`config.mk`:
```
export PLATFORM = sky130hd
export DESIGN_NAME = dbg_irq_regbank
export DESIGN_NICKNAME = d
export VERILOG_FILES = /design/src/rtl/dbg_regbank_pkg.sv /design/src/rtl/dbg_sync2.sv /design/src/rtl/dbg_irq_core.sv /design/src/rtl/dbg_read_mux.sv /design/src/rtl/dbg_irq_regbank.sv
export SDC_FILE = /design/constraint.sdc
export NUM_CORES = 1
export LEC_CHECK = 0
export BUFFER_PORTS_ARGS = -buffer_cell sky130_fd_sc_hd__buf_4
export CORE_MARGIN = 2
export CORE_UTILIZATION = 40
export CTS_CLUSTER_SIZE = 8
export DETAILED_ROUTE_END_ITERATION = 7
export PLACE_DENSITY_LB_ADDON = 0.25
export SKIP_CTS_REPAIR_TIMING = 1
export SYNTH_ARGS = -nofsm -noshare
export SYNTH_HDL_FRONTEND = slang
export SYNTH_SLANG_ARGS = --single-unit
```
`constraint.sdc`:
```
create_clock -name clk -period 2.75 [get_ports clk]
set_input_delay 0.825 -clock clk [delete_from_list [all_inputs] [get_ports clk]]
set_output_delay 0.825 -clock clk [all_outputs]
set_load 0.005 [all_outputs]
```
`src/rtl/dbg_regbank_pkg.sv`:
```
package dbg_regbank_pkg;
  localparam int DATA_W = 16;
  localparam int ADDR_W = 8;

  localparam logic [ADDR_W-1:0] OFS_LED    = 8'h00;
  localparam logic [ADDR_W-1:0] OFS_BTN    = 8'h08;
  localparam logic [ADDR_W-1:0] OFS_STATUS = 8'h10;
  localparam logic [ADDR_W-1:0] OFS_CLEAR  = 8'h20;
  localparam logic [ADDR_W-1:0] OFS_MASK   = 8'h38;
  localparam logic [ADDR_W-1:0] OFS_ID_A   = 8'h40;
  localparam logic [ADDR_W-1:0] OFS_ID_B   = 8'h48;
  localparam logic [ADDR_W-1:0] OFS_VER    = 8'h50;
  localparam logic [ADDR_W-1:0] OFS_ID_C   = 8'h58;
  localparam logic [ADDR_W-1:0] OFS_BOARD  = 8'h68;

  localparam logic [DATA_W-1:0] ID_A_WORD = 16'hAAAA;
  localparam logic [DATA_W-1:0] ID_B_WORD = 16'h5555;
  localparam logic [DATA_W-1:0] ID_C_WORD = 16'hCAFE;

  typedef struct packed {
    logic [DATA_W-1:0] led;
    logic [DATA_W-1:0] btn;
    logic [DATA_W-1:0] status;
    logic [DATA_W-1:0] clear;
    logic [DATA_W-1:0] mask;
  } regview_t;
endpackage

```
`src/rtl/dbg_sync2.sv`:
```
module dbg_sync2 #(
  parameter int W = 2
) (
  input  logic         clk,
  input  logic         rst,
  input  logic [W-1:0] d,
  output logic [W-1:0] q
);
  logic [W-1:0] meta_q, sync_q;

  always_ff @(posedge clk) begin
    if (rst) begin
      meta_q <= '0;
      sync_q <= '0;
    end else begin
      meta_q <= d;
      sync_q <= meta_q;
    end
  end

  assign q = sync_q;
endmodule

```
`src/rtl/dbg_irq_core.sv`:
```
module dbg_irq_core
  import dbg_regbank_pkg::*;
#(
  parameter int NUM_SRC = 16
) (
  input  logic              clk,
  input  logic              rst,
  input  logic              mask_we,
  input  logic              clr_we,
  input  logic [DATA_W-1:0] wdata,
  input  logic [NUM_SRC-1:0] irq_req,
  output logic [DATA_W-1:0] status_o,
  output logic [DATA_W-1:0] mask_o,
  output logic [DATA_W-1:0] clr_o,
  output logic              irq_n
);
  logic [NUM_SRC-1:0] status_q, mask_q, clr_q;
  logic               irq_n_q;

  always_ff @(posedge clk) begin
    if (rst) begin
      status_q <= '0;
      mask_q   <= '1;
      clr_q    <= '0;
      irq_n_q  <= 1'b1;
    end else begin
      // clear holds priority over a new request
      status_q <= (status_q | irq_req) & ~clr_q;
      if (mask_we) mask_q <= wdata[NUM_SRC-1:0];
      if (clr_we)  clr_q  <= wdata[NUM_SRC-1:0];
      irq_n_q  <= ~|(status_q & ~mask_q);
    end
  end

  assign irq_n = irq_n_q;

  generate
    if (NUM_SRC < DATA_W) begin : g_pad
      assign status_o = {{(DATA_W-NUM_SRC){1'b0}}, status_q};
      assign clr_o    = {{(DATA_W-NUM_SRC){1'b0}}, clr_q};
      assign mask_o   = {{(DATA_W-NUM_SRC){1'b1}}, mask_q};
    end else begin : g_full
      assign status_o = status_q;
      assign clr_o    = clr_q;
      assign mask_o   = mask_q;
    end
  endgenerate

  assert_sticky_R5: assert property (@(posedge clk) disable iff (rst)
    1'b1 |=> ((status_q & $past(status_q & ~clr_q)) == $past(status_q & ~clr_q)));

  assert_clear_wins_R6: assert property (@(posedge clk) disable iff (rst)
    (clr_q != '0) |=> ((status_q & $past(clr_q)) == '0));

  assert_irq_level_R8: assert property (@(posedge clk) disable iff (rst)
    1'b1 |=> (irq_n == ~|$past(status_q & ~mask_q)));

  assert_mask_reset_R4: assert property (@(posedge clk)
    $past(rst) |-> (mask_q == '1 && status_q == '0 && irq_n));
endmodule

```
`src/rtl/dbg_read_mux.sv`:
```
module dbg_read_mux
  import dbg_regbank_pkg::*;
#(
  parameter logic [DATA_W-1:0] VERSION  = 16'h0103,
  parameter logic [DATA_W-1:0] BOARD_ID = 16'h00B5
) (
  input  logic              clk,
  input  logic              rst,
  input  logic              re,
  input  logic [ADDR_W-1:0] addr,
  input  regview_t          regs,
  output logic [DATA_W-1:0] rdata
);
  logic [DATA_W-1:0] sel, rdata_q;

  always_comb begin
    unique case (addr)
      OFS_LED:    sel = regs.led;
      OFS_BTN:    sel = regs.btn;
      OFS_STATUS: sel = regs.status;
      OFS_CLEAR:  sel = regs.clear;
      OFS_MASK:   sel = regs.mask;
      OFS_ID_A:   sel = ID_A_WORD;
      OFS_ID_B:   sel = ID_B_WORD;
      OFS_VER:    sel = VERSION;
      OFS_ID_C:   sel = ID_C_WORD;
      OFS_BOARD:  sel = BOARD_ID;
      default:    sel = '0;
    endcase
  end

  always_ff @(posedge clk) begin
    if (rst)     rdata_q <= '0;
    else if (re) rdata_q <= sel;
  end

  assign rdata = rdata_q;

  assert_id_word_R1: assert property (@(posedge clk) disable iff (rst)
    (re && addr == OFS_ID_C) |=> (rdata == 16'hCAFE));

  assert_hole_zero_R3: assert property (@(posedge clk) disable iff (rst)
    (re && addr == 8'h18) |=> (rdata == '0));
endmodule

```
`src/rtl/dbg_irq_regbank.sv`:
```
module dbg_irq_regbank
  import dbg_regbank_pkg::*;
#(
  parameter int NUM_SRC  = 16,
  parameter int NUM_BTN  = 2,
  parameter int NUM_LED  = 8,
  parameter logic [15:0] VERSION  = 16'h0103,
  parameter logic [15:0] BOARD_ID = 16'h00B5
) (
  input  logic               clk,
  input  logic               rst,
  input  logic [7:0]         bus_addr,
  input  logic               bus_we,
  input  logic [15:0]        bus_wdata,
  input  logic               bus_re,
  output logic [15:0]        bus_rdata,
  input  logic [NUM_SRC-1:0] irq_req,
  input  logic [NUM_BTN-1:0] btn_in,
  output logic [NUM_LED-1:0] led_out,
  output logic               host_irq_n
);
  localparam int PAD_BTN = DATA_W - NUM_BTN;

  logic [DATA_W-1:0]  led_q;
  logic [NUM_BTN-1:0] btn_sync;
  regview_t           view;

  always_ff @(posedge clk) begin
    if (rst)                                led_q <= '0;
    else if (bus_we && bus_addr == OFS_LED) led_q <= bus_wdata;
  end

  assign led_out = led_q[NUM_LED-1:0];

  dbg_sync2 #(.W(NUM_BTN)) u_btn_sync (
    .clk (clk),
    .rst (rst),
    .d   (btn_in),
    .q   (btn_sync)
  );

  dbg_irq_core #(.NUM_SRC(NUM_SRC)) u_core (
    .clk      (clk),
    .rst      (rst),
    .mask_we  (bus_we && bus_addr == OFS_MASK),
    .clr_we   (bus_we && bus_addr == OFS_CLEAR),
    .wdata    (bus_wdata),
    .irq_req  (irq_req),
    .status_o (view.status),
    .mask_o   (view.mask),
    .clr_o    (view.clear),
    .irq_n    (host_irq_n)
  );

  assign view.led = led_q;

  generate
    if (PAD_BTN > 0) begin : g_btn_pad
      assign view.btn = {{PAD_BTN{1'b0}}, btn_sync};
    end else begin : g_btn_full
      assign view.btn = btn_sync;
    end
  endgenerate

  dbg_read_mux #(.VERSION(VERSION), .BOARD_ID(BOARD_ID)) u_rd (
    .clk   (clk),
    .rst   (rst),
    .re    (bus_re),
    .addr  (bus_addr),
    .regs  (view),
    .rdata (bus_rdata)
  );

  initial begin
    assert (NUM_SRC >= 1 && NUM_SRC <= DATA_W && NUM_BTN >= 1 && NUM_BTN <= DATA_W
            && NUM_LED >= 1 && NUM_LED <= DATA_W)
      else $error("parameter out of range");
  end

  assert_led_drive_R10: assert property (@(posedge clk) disable iff (rst)
    (bus_we && bus_addr == OFS_LED) |=> (led_out == $past(bus_wdata[NUM_LED-1:0])));
endmodule

```
==> impl_results.md, run 1 <==
- Fill count: 975
- RSZ-0062 raised after global routing: false
- Vias in the first global route: 3,214
- Syn Nets: 489
- Main flop type after synthesis: dfxtp_1
- H-tree depth: 3
- # IOs: 71
- Routed len/inst: 16.9 um
- Total negative setup slack: 0 ns
- DRT Pass-1 Iters: 5
- Hold depth: 1
- Post-Synth Simple-Gate Area: 0.194
- Peak supply drop: 0.000246 V
- First-pass GRT wire length: 17,100 um
- YS warnings: 0
- Peak Freq: 0.464 GHz
- Cell count of the worst reg-to-reg path: 4
- Area share of fa/ha/maj cells after synthesis: 0
- Compound-Gate Fraction of Synth Area: 0.171
- DIE WIDTH: 105 um
- TritonCTS clock tree: yes
- Yosys cell types: 62
- Yosys top cell by area: dfxtp_1
- Cell count after synthesis: 443
- Critical Path End Type: flop
- Syn-to-layout area delta: 16.9%
- Initial antenna violation count: 0
- CTS max path bufs: 2
- Kind of critical path: input pin to flop
- XOR/XNOR Fraction of Synth Area: 0.00647
- Vias after detailed routing: 3,444
- Type of the worst min-delay path: flop to flop
- Tcrit/Tclk final: 0.784
- Main combinational cell family by area after synthesis: simple AND/OR/NAND/NOR gates
- Sequential area share after synthesis: 0.419
- Final Setup Violations: 0
- Post-synthesis mux area share: 0.119
- Largest cells by area after synthesis: dfxtp_1 42%, mux2i_1 11%, nor2_1 5.4%
- Grt ovf: 0
- P per Cell Area: 490 mW/mm^2
- Nets: 547
- # DRC: 0
- Row cnt: 36
- Post-synthesis sequential element count: 85
- # Max-Cap Violations: 0
- Critical Path Start Type: input pin
- DRT iter0 DRCs: 236
- EDFF count, synth: 0
- CTS buffer count: 9
- Slew headroom: 0.621
- Register area: 0.00170 mm^2
- Final Critical Period: 2.16 ns
- Async SR Flop Fraction: 0
- Post-DP HPWL: 7870 um
- Syn_area_per_cell: 9.17 um^2
- Clk sink count: 85
- Design Power: 0.00233 W
- Die Height: 105 um
- Outcome: finished, final reports clean
- Via density: 5.39
- Post-Synthesis Cell Area: 0.00406 mm^2
- Initial Utilization: 0.413
- Clk_skew: 0.00649 ns
- Ratio of cells with drive above 1 in the final layout: 0.231
- Multi-input gate area: 0.00199 mm^2
- Die ar.: 0.0110 mm^2
- GRT Util Overall: 0.198
- Required time of the worst setup path: 3.03 ns
- Clock Root Buffer: clkbuf_8
- Hold Violations, Final: 0
- Least-Margin Pin Slew: 0.565 ns
- CP arrival: 2.44 ns
- WL final: 10,800 um
- Clk_lat worst skew: 0.36 ns
- Antenna Nets Post-Route: 0
- GP Congestion: 0.893
- Largest net degree at the start of global routing: 56
- Core Area: 0.00982 mm^2
- Buffers on Ports: 70
- # diodes: 0
- Reg clk slew, reported paths: 0.09 ns
- LEAKAGE: 2.18 nW
- Final slew viol count: 0
- Synth top area share: 0.419
- CP Max Fanout: 9
placed cells by master, fill, tap and decap left out, drive strengths merged, types with 4 or more instances in the layout:
cell	count
mux2i	46
nor2b	9
inv	19
a21oi	4
a221oi	6
o2bb2ai	7
dfxtp	85
buf	85
clkbuf	13
a22oi	5
nand2b	7
nor3	21
nor2	59
nand3b	4
o211ai	15
nand2	37
o21ai	23
sequential cells by signal, summed over array words and instances, names as in the netlist:
name	count
led_q	16
u_core.clr_o	16
u_core.mask_o	16
u_core.status_o	16
u_rd.rdata	16
u_btn_sync.meta_q	2
u_btn_sync.q	2
u_core.irq_n	1
critical path, stage by stage:
cell and delay [ns]:
buf_4 0.12, or4_1 0.78, nor2_1 0.37, a2111oi_0 0.17, nor3_1 0.18
metal layers:
metal,up-vias,wire [um],track usage
met3,26,761,0.0381
met1,1596,5150,0.291
met5,-,0,0
met4,0,310,0.0790
li1,1682,-,-
met2,140,4570,0.283
final timing paths:
kind,start,to,slack (ns)
worst max-delay path,bus_addr[7],u_rd.rdata[7],0.59
worst min-delay path,u_btn_sync.meta_q[1],u_btn_sync.q[1],0.45
worst max register to register,u_core.status_o[3],u_core.irq_n,1.19
worst min register to register,u_btn_sync.meta_q[1],u_btn_sync.q[1],0.45
power by group:
| group | leakage [nW] | switching (W) | internal, W | total (W) |
|---|---|---|---|---|
| registers | 0.691 | 0.0000179 | 0.00125 | 0.00127 |
| clock network | 0.0857 | 0.000449 | 0.000377 | 0.000826 |
| logic | 1.40 | 0.000131 | 0.000100 | 0.000231 |
| total | 2.18 | 0.000598 | 0.00173 | 0.00233 |
cells in the mapped netlist, types with 2 or more instances:
| cell type | number |
|---|---|
| dfxtp_1 | 85 |
| nor2_1 | 58 |
| mux2i_1 | 46 |
| nand2_1 | 37 |
| o21ai_0 | 23 |
| nor3_1 | 20 |
| inv_1 | 19 |
| o211ai_1 | 15 |
| clkbuf_1 | 10 |
| nor2b_1 | 9 |
| buf_4 | 8 |
| buf_2 | 7 |
| nand2b_1 | 7 |
| o2bb2ai_1 | 7 |
| buf_6 | 6 |
| clkbuf_8 | 6 |
| a221oi_1 | 5 |
| a22oi_1 | 5 |
| a21oi_1 | 4 |
| nand3b_1 | 4 |
| a2111oi_0 | 3 |
| a211oi_1 | 3 |
| a22o_1 | 3 |
| nand3_1 | 3 |
| a2bb2oi_1 | 2 |
| a32oi_1 | 2 |
| a41oi_1 | 2 |
| and3_1 | 2 |
| mux2_2 | 2 |
| nand4_2 | 2 |
| nor3b_1 | 2 |
| o221a_2 | 2 |
| o22ai_1 | 2 |
| o31ai_1 | 2 |
| or2_2 | 2 |
| xnor2_1 | 2 |
logic make-up (layout without fill, tap and decap cells):
group | Yosys count | in the layout
buffers and inverters | 58 | 121
flip-flops | 85 | 85
XOR/XNOR | 3 | 3
AO/OA/AOI/OAI | 92 | 92
AND/OR/NAND/NOR | 157 | 157
multiplexers | 48 | 48
stage by stage:
stage                      util  instance area, um^2  hold WS (ns)  cells  setup slack (ns)
after floorplan               -                 4060         0.414    443             0.580
after global placement    0.465                 4570         0.433    623             0.282
after detailed placement  0.465                 4570         0.430    623             0.252
after CTS                 0.484                 4750         0.453    639             0.623
after global routing      0.484                 4750         0.470    639             0.450
final                     0.484                 4750         0.447    639             0.595
cell type report:
type | instances | share of cell area
Multi-Input combinational cell | 300 | 0.419
Sequential cell | 85 | 0.358
Timing Repair Buffer | 85 | 0.134
Tap cell | 133 | 0.0350
Clock buffer | 13 | 0.0335
Inverter | 20 | 0.0158
Clock inverter | 3 | 0.00422
(Power assumes the default switching activity.)
==> run 2: changes to the inputs <==
==> constraint.sdc (replaced) <==
create_clock -name clk -period 1.9 [get_ports clk]
set_input_delay 0.57 -clock clk [delete_from_list [all_inputs] [get_ports clk]]
set_output_delay 0.57 -clock clk [all_outputs]
set_load 0.005 [all_outputs]
==> impl_results.md, run 2 (synthesized netlist as in run 1, its figures left out) <==
- GP Congestion: 0.884
- Die ar.: 0.0110 mm^2
- Reg clk slew, reported paths: 0.09 ns
- Initial Utilization: 0.413
- CTS buffer count: 9
- Hold Violations, Final: 0
- # IOs: 71
- P per Cell Area: 713 mW/mm^2
- Critical Path Start Type: input pin
- Peak Freq: 0.580 GHz
- Worst setup path start: bus_addr[7]
- Most frequent cells in the layout: 107 x buf_4, 85 x dfxtp_1, 58 x nor2_1, 46 x mux2i_1, 37 x nand2_1
- Nets: 576
- Clk sink count: 85
- CP Max Fanout: 8
- Clk_skew: 0.0108 ns
- # DRC: 0
- Grt ovf: 0
- TritonCTS clock tree: yes
- Final Critical Period: 1.72 ns
- Via density: 5.24
- Core Area: 0.00982 mm^2
- DIE WIDTH: 105 um
- Syn-to-layout area delta: 25.5%
- Sw Share: 0.246
- # diodes: 0
- Final Setup Violations: 0
- Outcome: finished, final reports clean
- Post-route cell area: 0.00509 mm^2
- Sw Pwr: 0.000893 W
- RSZ-0062 raised after global routing: false
- Antenna Nets Post-Route: 0
- Least-Margin Pin Slew: 0.429 ns
- Design Power: 0.00363 W
- Slew headroom: 0.714
- Comb power frac: 0.105
- Initial antenna violation count: 0
- Internal Power: 0.00274 W
- Critical Path End Type: flop
- CP arrival: 2.01 ns
- Routed len/inst: 16.8 um
- Type of the worst min-delay path: input pin to flop
- Hold Startpoint: btn_in[1]
- Most common cell after layout, fill and taps aside: buf_4
- Peak supply drop: 0.000386 V
- H-tree depth: 3
- Kind of critical path: input pin to flop
- GRT Util Overall: 0.211
- DRT iter0 DRCs: 239
- LEAKAGE: 2.37 nW
- Placed Area: 0.00488 mm^2
- CTS max path bufs: 2
- Total negative setup slack: 0 ns
- Largest net degree at the start of global routing: 23
- Post-DP HPWL: 8660 um
- Vias in the first global route: 3,446
- Buffers on Ports: 70
- Placed cell count: 652
- First-pass GRT wire length: 18,200 um
- WL final: 11,200 um
- Die Height: 105 um
- Crit Reg-Reg Startpoint: u_core.status_o[3]
- Clk network pwr share: 0.389
- Vias after detailed routing: 3,498
- # Max-Cap Violations: 0
- Register-to-register setup slack: 0.39 ns
- Clock Root Buffer: clkbuf_8
- Tcrit/Tclk final: 0.907
- Final slew viol count: 0
- Clk_lat worst skew: 0.37 ns
- DRT Pass-1 Iters: 4
- Required time of the worst setup path: 2.18 ns
- Ratio of cells with drive above 1 in the final layout: 0.275
- Register share of total power: 0.505
- Post-Layout Cell Count: 668
- Row cnt: 36
==> run 2: changes by cell type in the layout (fill, tap and decap cells not counted), sizes merged <==
| cell | delta |
|---|---|
| buf | +29 |
| bufinv | +2 |
| clkbuf | -2 |
| clkinv | -1 |
| inv | +1 |
==> run 2: worst max-delay path, cell delays in order <==
cell      delay, ns
buf_4          0.12
or4_4          0.61
o41ai_2        0.38
a41oi_1        0.10
a221oi_2       0.23
==> run 2: final timing paths <==
kind                               end  cells past startpoint
hold reg to reg        u_btn_sync.q[0]                      1
setup reg to reg          u_core.irq_n                      4
hold / removal    u_btn_sync.meta_q[1]                      2
setup / recovery         u_rd.rdata[5]                      5
==> run 2: layout make-up <==
cell class	instances	area (um^2)
Fill cell	944	4730
Multi-Input combinational cell	300	1990
Sequential cell	85	1700
Timing Repair Buffer	114	943
Tap cell	133	166
Clock buffer	11	131
Clock inverter	5	83.8
Inverter	20	75.1
==> run 2: power groups by stage <==
stage                     logic (W)  registers, W  clock network [W]
final                      0.000383       0.00184            0.00141
after global routing       0.000415       0.00184            0.00152
after CTS                  0.000381       0.00184            0.00144
after detailed placement   0.000380       0.00188                  0
after global placement     0.000377       0.00188                  0
after floorplan            0.000202       0.00187                  0
==> run 2: layer usage <==
layer  up-vias  GRT usage  share of wire
met4         0     0.0933          0.023
li1       1741          -              -
met3        21     0.0381          0.055
met2       100      0.321           0.44
met1      1636      0.290           0.48
met5         -          0              0
==> run 2: metrics by stage <==
stage	setup WS, ns	utilization	hold WS [ns]
floorplan	-0.0147	-	0.414
CTS	0.234	0.519	0.400
global route	0.138	0.519	0.414
detailed placement	-0.145	0.497	0.430
global placement	-0.107	0.497	0.431
finish	0.177	0.519	0.402
